File: config.mk
export PLATFORM = sky130hd
export DESIGN_NAME = byte_bridge16
export DESIGN_NICKNAME = d
export VERILOG_FILES = /design/src/rtl/bb16_pkg.sv /design/src/rtl/bb16_decode.sv /design/src/rtl/bb16_seq.sv /design/src/rtl/bb16_stage.sv /design/src/rtl/byte_bridge16.sv
export SDC_FILE = /design/constraint.sdc
export NUM_CORES = 1
export LEC_CHECK = 0
export BUFFER_PORTS_ARGS = -buffer_cell sky130_fd_sc_hd__buf_4
export CAP_MARGIN = 20
export CORE_ASPECT_RATIO = 1.75
export CORE_UTILIZATION = 53
export CTS_CLUSTER_DIAMETER = 30
export CTS_CLUSTER_SIZE = 12
export DETAILED_ROUTE_END_ITERATION = 16
export PLACE_DENSITY = 0.84
export SYNTH_ARGS = -nofsm -noshare
export SYNTH_HDL_FRONTEND = slang
export SYNTH_SLANG_ARGS = --single-unit
File: constraint.sdc
create_clock -name clk -period 3.9 [get_ports clk]
set_clock_uncertainty 0.05 [all_clocks]
set_input_delay 0.585 -clock clk [delete_from_list [all_inputs] [get_ports clk]]
set_output_delay 0.585 -clock clk [all_outputs]
set_load 0.005 [all_outputs]
File: src/rtl/bb16_pkg.sv
package bb16_pkg;
  localparam int NUM_STB = 5;

  typedef enum logic [2:0] {
    FN_LOAD1 = 3'd0,
    FN_LOAD2 = 3'd1,
    FN_CTRL  = 3'd2,
    FN_RX1   = 3'd3,
    FN_RX2   = 3'd4
  } fn_e;

  typedef enum logic [1:0] {
    ST_IDLE  = 2'd0,
    ST_PULSE = 2'd1,
    ST_DONE  = 2'd2
  } st_e;
endpackage

File: src/rtl/bb16_decode.sv
module bb16_decode
  import bb16_pkg::*;
#(
  parameter int ADDR_W = 8,
  parameter int BASE   = 31
) (
  input  logic [ADDR_W-1:0] addr,
  input  logic              is_wr,
  output logic              hit,
  output logic              hi_byte,
  output fn_e               fn,
  output logic              word_sel
);
  localparam int TAG_W = ADDR_W - 3;

  always_comb begin
    hit      = (addr[ADDR_W-1:3] == TAG_W'(BASE));
    hi_byte  = addr[0];
    word_sel = addr[1];
    if (is_wr) begin
      case (addr[2:1])
        2'd0:    fn = FN_LOAD1;
        2'd1:    fn = FN_LOAD2;
        default: fn = FN_CTRL;
      endcase
    end else begin
      fn = addr[2] ? FN_RX2 : FN_RX1;
    end
  end
endmodule

File: src/rtl/bb16_seq.sv
module bb16_seq
  import bb16_pkg::*;
#(
  parameter int PULSE_CLKS = 4
) (
  input  logic               clk,
  input  logic               rst,
  input  logic               req_wr,
  input  logic               req_rd,
  input  logic               hit,
  input  logic               hi_byte,
  input  fn_e                fn,
  input  logic               word_sel_in,
  output logic [NUM_STB-1:0] stb_q,
  output logic               word_sel_q,
  output logic               wdata_oe_q,
  output logic               ack_q,
  output logic               rdata_oe_q,
  output logic               busy,
  output logic               acc_hi_wr,
  output logic               acc_lo_wr,
  output logic               acc_hi_rd,
  output logic               rd_capture,
  output logic               finish
);
  localparam int CNT_W = $clog2(PULSE_CLKS + 1);

  st_e              st;
  logic [CNT_W-1:0] cnt;
  logic             cur_rd;
  logic             is_wr, is_rd, accept;
  logic [NUM_STB-1:0] stb_d;

  assign is_wr  = req_wr;
  assign is_rd  = req_rd & ~req_wr;
  assign busy   = (st != ST_IDLE);
  assign accept = (st == ST_IDLE) & (is_wr | is_rd) & hit;

  assign acc_hi_wr  = accept & is_wr & hi_byte;
  assign acc_lo_wr  = accept & is_wr & ~hi_byte;
  assign acc_hi_rd  = accept & is_rd & hi_byte;
  assign rd_capture = (st == ST_PULSE) & (cnt == '0) & cur_rd;
  assign finish     = (st == ST_DONE);

  for (genvar g = 0; g < NUM_STB; g++) begin : g_stb
    assign stb_d[g] = (fn == fn_e'(g));
  end

  always_ff @(posedge clk) begin
    if (rst) begin
      st         <= ST_IDLE;
      cnt        <= '0;
      cur_rd     <= 1'b0;
      stb_q      <= '0;
      word_sel_q <= 1'b0;
      wdata_oe_q <= 1'b0;
      ack_q      <= 1'b0;
      rdata_oe_q <= 1'b0;
    end else begin
      case (st)
        ST_IDLE: begin
          if (accept) begin
            cur_rd <= is_rd;
            if (hi_byte) begin
              st         <= ST_DONE;
              ack_q      <= 1'b1;
              rdata_oe_q <= is_rd;
            end else begin
              st         <= ST_PULSE;
              stb_q      <= stb_d;
              cnt        <= CNT_W'(PULSE_CLKS - 1);
              wdata_oe_q <= is_wr;
              word_sel_q <= word_sel_in;
            end
          end
        end
        ST_PULSE: begin
          if (cnt == '0) begin
            st         <= ST_DONE;
            stb_q      <= '0;
            wdata_oe_q <= 1'b0;
            ack_q      <= 1'b1;
            rdata_oe_q <= cur_rd;
          end else begin
            cnt <= cnt - 1'b1;
          end
        end
        default: begin
          st         <= ST_IDLE;
          ack_q      <= 1'b0;
          rdata_oe_q <= 1'b0;
        end
      endcase
    end
  end

  // strobe length monitor
  logic [CNT_W-1:0] run_q;
  always_ff @(posedge clk) begin
    if (rst)         run_q <= '0;
    else if (|stb_q) run_q <= run_q + 1'b1;
    else             run_q <= '0;
  end

  assert_stb_width_R7: assert property (@(posedge clk) disable iff (rst)
    $fell(|stb_q) |-> (run_q == CNT_W'(PULSE_CLKS)));

  assert_ack_after_stb_R7: assert property (@(posedge clk) disable iff (rst)
    $fell(|stb_q) |-> ack_q);

  assert_hi_write_ack_R3: assert property (@(posedge clk) disable iff (rst)
    acc_hi_wr |=> (ack_q && stb_q == '0));

  assert_busy_ignored_R9: assert property (@(posedge clk) disable iff (rst)
    (busy && |stb_q && !rd_capture && !(st == ST_PULSE && cnt == '0)) |=> $stable(stb_q));
endmodule

File: src/rtl/bb16_stage.sv
module bb16_stage #(
  parameter int BYTE_W = 8
) (
  input  logic              clk,
  input  logic              rst,
  input  logic [BYTE_W-1:0] host_wdata,
  input  logic [2*BYTE_W-1:0] per_rdata,
  input  logic              acc_hi_wr,
  input  logic              acc_lo_wr,
  input  logic              acc_hi_rd,
  input  logic              rd_capture,
  input  logic              finish,
  output logic [2*BYTE_W-1:0] per_wdata,
  output logic [BYTE_W-1:0] rdata_q
);
  logic [BYTE_W-1:0] up_out_q, lo_out_q, up_in_q;

  always_ff @(posedge clk) begin
    if (rst) begin
      up_out_q <= '0;
      lo_out_q <= '0;
      up_in_q  <= '0;
      rdata_q  <= '0;
    end else begin
      if (acc_hi_wr) up_out_q <= host_wdata;
      if (acc_lo_wr) lo_out_q <= host_wdata;
      if (rd_capture) begin
        up_in_q <= per_rdata[2*BYTE_W-1:BYTE_W];
        rdata_q <= per_rdata[BYTE_W-1:0];
      end else if (acc_hi_rd) begin
        rdata_q <= up_in_q;
      end else if (finish) begin
        rdata_q <= '0;
      end
    end
  end

  assign per_wdata = {up_out_q, lo_out_q};

  assert_hi_read_returns_R6: assert property (@(posedge clk) disable iff (rst)
    acc_hi_rd |=> (rdata_q == $past(up_in_q)));

  assert_up_out_hold_R2: assert property (@(posedge clk) disable iff (rst)
    !acc_hi_wr |=> $stable(up_out_q));
endmodule

File: src/rtl/byte_bridge16.sv
module byte_bridge16
  import bb16_pkg::*;
#(
  parameter int ADDR_W     = 8,
  parameter int BASE       = 31,
  parameter int PULSE_CLKS = 4
) (
  input  logic              clk,
  input  logic              rst,
  input  logic [ADDR_W-1:0] host_addr,
  input  logic [7:0]        host_wdata,
  input  logic              host_wr,
  input  logic              host_rd,
  output logic              host_ack,
  output logic [7:0]        host_rdata,
  output logic              host_rdata_oe,
  output logic [15:0]       per_wdata,
  output logic              per_wdata_oe,
  input  logic [15:0]       per_rdata,
  output logic              per_word_sel,
  output logic              per_load1_n,
  output logic              per_load2_n,
  output logic              per_ctrl_n,
  output logic              per_rx1_n,
  output logic              per_rx2_n
);
  logic               hit, hi_byte, word_sel, busy;
  fn_e                fn;
  logic [NUM_STB-1:0] stb_q;
  logic               acc_hi_wr, acc_lo_wr, acc_hi_rd, rd_capture, finish;

  bb16_decode #(.ADDR_W(ADDR_W), .BASE(BASE)) u_decode (
    .addr(host_addr), .is_wr(host_wr), .hit(hit), .hi_byte(hi_byte),
    .fn(fn), .word_sel(word_sel)
  );

  bb16_seq #(.PULSE_CLKS(PULSE_CLKS)) u_seq (
    .clk(clk), .rst(rst), .req_wr(host_wr), .req_rd(host_rd), .hit(hit),
    .hi_byte(hi_byte), .fn(fn), .word_sel_in(word_sel), .stb_q(stb_q),
    .word_sel_q(per_word_sel), .wdata_oe_q(per_wdata_oe), .ack_q(host_ack),
    .rdata_oe_q(host_rdata_oe), .busy(busy), .acc_hi_wr(acc_hi_wr),
    .acc_lo_wr(acc_lo_wr), .acc_hi_rd(acc_hi_rd), .rd_capture(rd_capture),
    .finish(finish)
  );

  bb16_stage #(.BYTE_W(8)) u_stage (
    .clk(clk), .rst(rst), .host_wdata(host_wdata), .per_rdata(per_rdata),
    .acc_hi_wr(acc_hi_wr), .acc_lo_wr(acc_lo_wr), .acc_hi_rd(acc_hi_rd),
    .rd_capture(rd_capture), .finish(finish), .per_wdata(per_wdata),
    .rdata_q(host_rdata)
  );

  assign per_load1_n = ~stb_q[FN_LOAD1];
  assign per_load2_n = ~stb_q[FN_LOAD2];
  assign per_ctrl_n  = ~stb_q[FN_CTRL];
  assign per_rx1_n   = ~stb_q[FN_RX1];
  assign per_rx2_n   = ~stb_q[FN_RX2];

  assert_one_strobe_R7: assert property (@(posedge clk) disable iff (rst)
    $onehot0({per_load1_n, per_load2_n, per_ctrl_n, per_rx1_n, per_rx2_n} ^ 5'b11111));

  assert_rdata_oe_ack_R8: assert property (@(posedge clk) disable iff (rst)
    host_rdata_oe |-> host_ack);

  assert_rdata_zero_R8: assert property (@(posedge clk) disable iff (rst)
    !host_rdata_oe |-> (host_rdata == 8'h00));

  assert_wdata_oe_R4: assert property (@(posedge clk) disable iff (rst)
    per_wdata_oe |-> (!per_load1_n || !per_load2_n || !per_ctrl_n));

  assert_miss_quiet_R2: assert property (@(posedge clk) disable iff (rst)
    ((host_wr || host_rd) && !hit && !busy) |=>
      (per_load1_n && per_load2_n && per_ctrl_n && per_rx1_n && per_rx2_n && !host_ack));
endmodule

== After elaboration in Yosys (flattened, before gate mapping) ==
Cells that the tools add are included.
Word-level totals
  register bits after elaboration: 47
  input bits: 36
  output and inout bits: 33
  word-level logic and storage cells: 86
Cells by class
  add/sub/neg operators: 1
  equality and inequality tests: 13
  muxes and demuxes: 30
  bitwise operators: 18
  reductions and logical operators: 12
Operators with widths (count)
  $mux 8: 3
  $mux 3: 5
  $mux 5: 3
  $and 1x1->1: 10
  $pmux 5 s2: 1
  $mux 1: 9
  $ne 2x2->1 const B: 4
  $pmux 2 s2: 2
  $reduce_and 4->1: 2
  $not 1->1: 7
  $eq 3x2->1 const B: 2
  $logic_not 3->1: 2
  $mux 2: 3
  $pmux 1 s2: 3
  $pmux 3 s2: 1
  $reduce_and 3->1: 2
  $eq 5x5->1 const B: 1
  $eq 2x1->1 const B: 2
  $logic_not 2->1: 2
  $reduce_and 2->1: 2
  $eq 3x1->1 const B: 1
  $eq 3x3->1 const B: 1
  $reduce_bool 3->1: 1
  $sub 3x1->3 const B: 1
  4 further kinds: 4

== Longest topological paths before layout ==
Gate-level depths: netlist of run 1.
  word-level depth: 9
  gate-level depth with buffers: 9
  gate-level depth less buffers: 6

== Cells and area by module ==
A second synthesis of run 1 with hierarchy kept.
Unflattened totals
  cells, all modules: 220
  area, all modules: 2077.0 sq um
By module, submodules not included
  bb16_stage: times used 1, cells each 121, area an instance 1242.4 sq um, sequential area each 640.6 sq um
  bb16_seq: times used 1, cells each 85, area an instance 764.5 sq um, sequential area each 300.3 sq um
  bb16_decode: times used 1, cells each 9, area an instance 51.3 sq um, sequential area each 0.0 sq um
  byte_bridge16: times used 1, cells each 5, area an instance 18.8 sq um, sequential area each 0.0 sq um

== Least setup slack after synthesis of run 1 ==
No wires, ideal clock.
  path kind: register -> register
  start: register u_seq.cnt[0]
  end: register u_stage.rdata_q[4]
  setup time: 0.122 ns
  arrival: 1.626 ns
  required time: 3.728 ns
  setup slack: 2.103 ns
  cell stages (with the launch flop): 10
  path buffers: 3
  period minus slack after synthesis: 1.797 ns
  cell sequence: dfxtp_1 -> inv_1 -> ha_1 -> nor2b_1 -> buf_2 -> and3_4 -> buf_6 -> buf_6 -> and3_1 -> a221o_1
Between the ends
  cells in the longest elaborated chain, start to end: 4
  elaborated cells between the ends (all ways): 5
  classes of those cells: 1 x mux; 2 x bitwise; 2 x reduce/logical
RTL lines
  from (decl): line bb16_seq.sv:29  | logic [CNT_W-1:0] cnt;
  from (signal assigned): line bb16_seq.sv:71  | cnt <= CNT_W'(PULSE_CLKS - 1);
  from (signal assigned): line bb16_seq.sv:85  | cnt <= cnt - 1'b1;
  $logic_not 3->1 *: line bb16_seq.sv:42  | assign rd_capture = (st == ST_PULSE) & (cnt == '0) & cur_rd;
  $and 1x1->1 * (2 in series): line bb16_seq.sv:42
  $reduce_bool 3->1 (no line) or $mux 8 (tied branches)
  to (signal assigned): line bb16_stage.sv:29  | rdata_q <= per_rdata[BYTE_W-1:0];
  to (signal assigned): line bb16_stage.sv:31  | rdata_q <= up_in_q;
  to (decl): line bb16_stage.sv:14  | output logic [BYTE_W-1:0] rdata_q
Every way passes the cells marked *; elsewhere a longest branch is shown, timed or not.
A chain may end at the register's enable or synchronous reset.

== Final worst setup path of run 1 ==
  start: register u_seq.cnt[0]
  end: register u_stage.rdata_q[3]
Same word-level chain as after synthesis.

==> results of run 1 <==
-- power groups by stage --
stage | sequential, mW | clock (mW) | combinational (mW)
after floorplan | 0.494 | 0 | 0.0237
after global placement | 0.494 | 0 | 0.0607
after detailed placement | 0.494 | 0 | 0.0614
after CTS | 0.482 | 0.367 | 0.0619
after global routing | 0.483 | 0.387 | 0.0671
final | 0.482 | 0.360 | 0.0614
-- registers in the layout, indices dropped and copies added (netlist names) --
register and cells:
u_seq.ack_q 1, u_seq.cnt 3, u_seq.cur_rd 1, u_seq.rdata_oe_q 1, u_seq.st 2, u_seq.stb_q 5
u_seq.wdata_oe_q 1, u_seq.word_sel_q 1, u_stage.lo_out_q 8, u_stage.rdata_q 8, u_stage.up_in_q 8, u_stage.up_out_q 8
-- per-layer routing --
layer	vias up	part of all wire (%)	global-route usage, %
met3	10	5.2	5.86
li1	863	-	-
met1	799	38	22.4
met2	54	54	38.9
met4	0	2.7	11.0
met5	-	0	0
-- cells in the mapped netlist (all sizes together) --
master	count
or4	1
nor2	21
and2	2
nand3b	1
nand2	23
a32o	1
inv	11
ha	5
and3	9
or3	1
and3b	1
mux2i	19
dfxtp	47
nand3	2
a221o	8
xnor2	1
buf	6
nand4	4
a22o	3
a211oi	5
nor3	5
o21a	2
a21oi	11
nor2b	4
o21ba	1
clkbuf	6
o21ai	4
o2bb2ai	1
and4	3
or2	1
and2b	2
-- worst max-delay path: cells and delay by family, from the launching register on --
family,cells,cell delay [ps]
AOI/OAI and AO/OA,2,750
adders and majority gates,1,130
buffers and inverters,1,80
DFF,1,330
and+or+nand+nor,2,690
-- worst max-delay path by stage --
stage	slack, ps	cells past startpoint	start	endpoint
4_1_cts	1750	6	u_seq.cnt[0]	u_stage.rdata_q[3]
6_report	1750	6	u_seq.cnt[0]	u_stage.rdata_q[3]
5_1_grt	1600	6	u_seq.cnt[0]	u_stage.rdata_q[1]
2_1_floorplan	2100	9	u_seq.cnt[0]	u_stage.rdata_q[4]
3_3_place_gp	1840	5	host_addr[7]	u_stage.up_out_q[4]
3_5_place_dp	1770	6	u_seq.cnt[0]	u_stage.rdata_q[3]
-- final cells by class --
cell class | count | area share (%)
Clock inverter | 3 | 1.82
Tap cell | 46 | 2.20
Clock buffer | 5 | 2.63
Timing Repair Buffer | 68 | 19.5
Inverter | 11 | 1.58
Sequential cell | 47 | 36.0
Multi-Input combinational cell | 141 | 36.2
-- stage by stage --
step	std cells	power, mW	hold slack, ps
after floorplan	211	0.517	385
after global placement	313	0.554	393
after detailed placement	313	0.555	398
after CTS	321	0.911	410
after global routing	321	0.937	432
final	321	0.904	409
-- cell families (layout without fill, tap and decap cells) --
kind of cell	count (synthesis)	count (layout)	share of synthesized area, %
compound gates	36	36	13.4
xor+xnor	1	1	0.438
mux	19	19	9.51
fa+ha+maj	5	5	3.13
simple gates	80	80	20.8
flops	47	47	47.0
buf+inv	23	87	5.63
==> key figures, run 1 <==
Synth
  – Syn Inst Count: 211
  – Mean Syn Cell Area: 9.48 um2
  – Netlist cell types: 37
  – Netlist Area Pre-Place: 2000 um2
  – Cell taking the most area after synthesis: dfxtp_1
  – Synthesized flop and latch total: 47
  – Sequential share of the synthesized area: 47.0%
  – Ys Warns: 0
  – Top cells by area, synth: dfxtp_1 47%, mux2i_1 9.5%, nand2_1 4.3%
  – Yosys top cell area share: 47.0%
  – Post-Syn Nets: 252

Final layout
  – Multi-input gate area: 947 um2
  – Number of fill cells: 305
  – P&R area growth vs syn: 30.6%
  – Most common cell after layout, fill and taps aside: buf_4
  – Final core occ: 72.0%
  – Most frequent cells in the layout: 68 x buf_4, 47 x dfxtp_1, 23 x nand2_1
  – Antenna cell count: 0
  – Sequential cell area: 941 um2
  – Final Instance Area: 2610 um2
  – Layout cell share with drive strength beyond 1: 30.2%
  – Nets: 315

Die
  – Area of the core: 3630 um2
  – I/O pins: 69
  – Die Y: 83.3 um
  – Starting Density: 55.1%
  – Die area: 4030 um2
  – Die Wd: 48.4 um
  – Row count: 29

Clock network
  – Post_cts resized: 0
  – Worst-Skew Late Latency: 310 ps
  – Setup bufs post-CTS: 0
  – CTS Buffer Depth: 2
  – Clock-pin slew of the registers on the worst-case setup and hold paths: 80 ps
  – CTS Buf Count: 5
  – Post-CTS Hold Buffers: 0
  – Htree depth: 2
  – Clock root buffer: clkbuf_8
  – Num Clock Sinks: 47
  – TritonCTS clock tree: yes

STA
  – Setup violators final: 0
  – Final period util: 55.0%
  – Period minus WS final: 2150 ps
  – Setup ws final: 1750 ps
  – Setup repair after global routing missed its margin: no
  – Setup total negative slack: 0 ps
  – Actual slew at the worst max-slew pin: 621 ps
  – Final Max Slew Viols: 0
  – Relative slew margins: 58.5%
  – Final hold viol count: 0
  – Achievable Freq: 466 MHz

Run status
  – Status: finished, final reports clean

Min path
  – Number of cells on the worst hold path: 2
  – Type of the tightest min-delay check: reg2reg
  – Hold path start: u_seq.stb_q[0]
  – Hold EP: u_seq.stb_q[0]

Power
  – Switching power: 196 uW
  – Net Sw Frac: 21.7%
  – Clk pwr share: 39.9%
  – Logic pwr share: 6.8%
  – Seq pwr share: 53.3%
  – Peak VDD IR: 0.000405 V
  – Pwr Density: 346 nW/um2
  – Internal: 708 uW
  – Leak pwr: 1.24 nW

Placed design
  – Dpl ws: 1770 ps
  – GP Congestion: 0.817
  – DP HPWL: 3.04 mm
  – Count of input and output buffers: 68
  – Placed instance area: 2500 um2

Worst setup path
  – Worst path cell trace: inv_1 > ha_1 > nor2b_1 > nand3_4 > a32o_2 > a221o_1
  – R2r setup slk: 1750 ps
  – Crit start category: flop
  – Worst path max stage delay: 480 ps
  – Critical path type: reg2reg
  – RR Endpoint: u_stage.rdata_q[3]
  – Crit Path Max Fanout: 9
  – Worst R2R Path Depth: 6
  – Crit path required time: 4040 ps
  – Worst EP arrival: 2290 ps
  – Slowest-stage cell, CP: nor2b_1
  – Reg2reg start: u_seq.cnt[0]
  – CP endpoint kind: flop

Drt
  – Post-route ant nets: 0
  – WL/cell: 12.9 um
  – Initial detailed-routing violation count: 35
  – Drt first pass iters: 4
  – Vias per inst: 5.38
  – DR DRC count: 0
  – Vias: 1726
  – Detailed-route wire length: 4.15 mm

Global routing
  – GR Overflow Total: 0
  – Largest net degree at the start of global routing: 38
  – Antenna violations before repair: 0
  – Total Routing Usage GR: 21.6%
  – Number of global-route vias before repair: 1624
  – Global-route wire length before repair: 6.76 mm

Job
  – Max Cap Viol: 0
(Power assumes the default switching activity.)
==> run 2, diff against run 1 <==
--- a/config.mk
+++ b/config.mk
@@ -8,11 +8,11 @@
 export BUFFER_PORTS_ARGS = -buffer_cell sky130_fd_sc_hd__buf_4
 export CAP_MARGIN = 20
 export CORE_ASPECT_RATIO = 1.75
-export CORE_UTILIZATION = 53
+export CORE_UTILIZATION = 44
 export CTS_CLUSTER_DIAMETER = 30
 export CTS_CLUSTER_SIZE = 12
 export DETAILED_ROUTE_END_ITERATION = 16
-export PLACE_DENSITY = 0.84
+export PLACE_DENSITY = 0.74
 export SYNTH_ARGS = -nofsm -noshare
 export SYNTH_HDL_FRONTEND = slang
 export SYNTH_SLANG_ARGS = --single-unit
==> constraint.sdc (replaced) <==
create_clock -name clk -period 1.8 [get_ports clk]
set_clock_uncertainty 0.05 [all_clocks]
set_input_delay 0.27 -clock clk [delete_from_list [all_inputs] [get_ports clk]]
set_output_delay 0.27 -clock clk [all_outputs]
set_load 0.005 [all_outputs]
==> run 2 against run 1 <==
Against the previous run: highest routed layer unchanged; register-to-register slack worse by 1700 ps; critical path type unchanged; largest power group unchanged; power up 110%; flip-flop and latch count unchanged.
==> key figures, run 2 (synthesis results as in run 1) <==
Power
  – Leak pwr: 1.28 nW (was 1.24 nW)
  – Internal: 1.52 mW (was 708 uW)
  – Pwr Density: 722 nW/um2 (was 346 nW/um2)
  – Clk pwr share: 38.8% (was 39.9%)
  – Seq pwr share: 54.1% (was 53.3%)
  – Logic pwr share: 7.1% (was 6.8%)
  – Net Sw Frac: 21.2% (was 21.7%)
  – Tot Pwr: 1.93 mW (was 904 uW)
  – Peak VDD IR: 0.000730 V (was 0.000405 V)
  – Switching power: 411 uW (was 196 uW)

Global routing
  – GR Overflow Total: 0 (unchanged)
  – Global-route wire length before repair: 7.49 mm (was 6.76 mm)
  – Largest net degree at the start of global routing: 21 (was 38)
  – Antenna violations before repair: 0 (unchanged)
  – Number of global-route vias before repair: 1705 (was 1624)
  – Total Routing Usage GR: 20.6% (was 21.6%)

Clock network
  – Worst-Skew Late Latency: 290 ps (was 310 ps)
  – Post_cts resized: 1 (was 0)
  – Htree depth: 2 (unchanged)
  – Setup bufs post-CTS: 0 (unchanged)
  – CTS Buffer Depth: 2 (unchanged)
  – Post-CTS Hold Buffers: 0 (unchanged)
  – Clock root buffer: clkbuf_8 (unchanged)
  – Num Clock Sinks: 47 (unchanged)
  – Clock-pin slew of the registers on the worst-case setup and hold paths: 90 ps (was 80 ps)
  – TritonCTS clock tree: yes (unchanged)
  – CTS Buf Count: 5 (unchanged)

Die
  – Area of the core: 4360 um2 (was 3630 um2)
  – Row count: 32 (was 29)
  – Starting Density: 45.8% (was 55.1%)
  – Die area: 4830 um2 (was 4030 um2)
  – Die Y: 91.2 um (was 83.3 um)
  – I/O pins: 69 (unchanged)
  – Die Wd: 53.0 um (was 48.4 um)

Worst setup path
  – CP endpoint kind: flop (unchanged)
  – Crit start category: flop (unchanged)
  – Worst path max stage delay: 360 ps (was 480 ps)
  – Crit Path Max Fanout: 8 (was 9)
  – Crit path required time: 1940 ps (was 4040 ps)
  – Slowest-stage cell, CP: a221o_1 (was nor2b_1)
  – Worst path cell trace: inv_1 > ha_1 > nor2b_4 > nand3_4 > a32o_2 > a221o_1 (was inv_1 > ha_1 > nor2b_1 > nand3_4 > a32o_2 > a221o_1)
  – Worst EP arrival: 1840 ps (was 2290 ps)
  – CP bufs+invs: 1 (unchanged)
  – CP top delay family: compound AO/OA/AOI/OAI gates (unchanged)
  – Critical path type: reg2reg (unchanged)

STA
  – Setup repair after global routing missed its margin: no (unchanged)
  – Relative slew margins: 74.0% (was 58.5%)
  – Final hold viol count: 0 (unchanged)
  – Hold Slack: 161 ps (was 409 ps)
  – Setup violators final: 0 (unchanged)
  – Achievable Freq: 588 MHz (was 466 MHz)
  – Actual slew at the worst max-slew pin: 389 ps (was 621 ps)
  – Final period util: 94.5% (was 55.0%)
  – Final Max Slew Viols: 0 (unchanged)
  – Setup ws final: 98.7 ps (was 1750 ps)
  – Period minus WS final: 1700 ps (was 2150 ps)

Run status
  – Status: finished, final reports clean (unchanged)

Drt
  – Detailed-route wire length: 4.53 mm (was 4.15 mm)
  – WL/cell: 13.6 um (was 12.9 um)
  – DR DRC count: 0 (unchanged)
  – Initial detailed-routing violation count: 46 (was 35)
  – Post-route ant nets: 0 (unchanged)
  – Drt first pass iters: 7 (was 4)
  – Vias per inst: 5.25 (was 5.38)
  – Vias: 1748 (was 1726)

Job
  – Max Cap Viol: 0 (unchanged)

Final layout
  – Most common cell after layout, fill and taps aside: buf_4 (unchanged)
  – Nets: 323 (was 315)
  – Most frequent cells in the layout: 76 x buf_4, 47 x dfxtp_1, 23 x nand2_1 (was 68 x buf_4, 47 x dfxtp_1, 23 x nand2_1)
  – Layout cell share with drive strength beyond 1: 32.6% (was 30.2%)
  – P&R area growth vs syn: 33.9% (was 30.6%)
  – Final core occ: 61.4% (was 72.0%)
  – Antenna cell count: 0 (unchanged)
  – Final Instance Area: 2680 um2 (was 2610 um2)

Placed design
  – Placed instance area: 2560 um2 (was 2500 um2)
  – Count of input and output buffers: 68 (unchanged)
  – DP HPWL: 3.41 mm (was 3.04 mm)
  – Dpl ws: -23.9 ps (was 1770 ps)
  – GP Congestion: 0.774 (was 0.817)

Min path
  – Type of the tightest min-delay check: in2reg (was reg2reg)
run 2: power groups by stage:
stage                     logic (mW)  registers, mW  clock network [mW]
after global routing           0.151           1.05               0.817
after global placement         0.136           1.07                   0
after CTS                      0.138           1.05               0.763
after detailed placement       0.138           1.07                   0
after floorplan               0.0515           1.07                   0
final                          0.138           1.05               0.751
run 2: path summary, 6_finish.rpt:
check	startpoint	end	slack (ps)	cells after the start
hold / removal	per_rdata[15]	u_stage.up_in_q[7]	160	3
setup reg to reg	u_seq.cnt[0]	u_stage.rdata_q[5]	100	6
setup / recovery	u_seq.cnt[0]	u_stage.rdata_q[5]	100	6
hold reg to reg	u_stage.up_in_q[0]	u_stage.up_in_q[0]	410	2
run 2: cell type report:
class	count	area (um2)
clock buffers	5	68.8
clock inverters	2	37.5
fillers	405	1690
inverters	11	41.3
multi-input cells	141	956
flip-flops and latches	47	941
well taps	51	63.8
repair buffers	76	571
run 2: routing by layer:
layer	global-route usage [%]	part of all wire (%)
met1	23.2	39
met2	36.6	55
met3	4.19	4.5
met4	6.58	1.4
met5	0	0
run 2: through the flow:
step | TNS, ps | std cells
floorplan | 0 | 211
global placement | 0 | 326
detailed placement | -154 | 326
CTS | 0 | 333
global route | 0 | 333
finish | 0 | 333
run 2: worst min-delay path: stages:
cell and delay (ps):
buf_4 110, nand2_1 40, a21oi_1 50
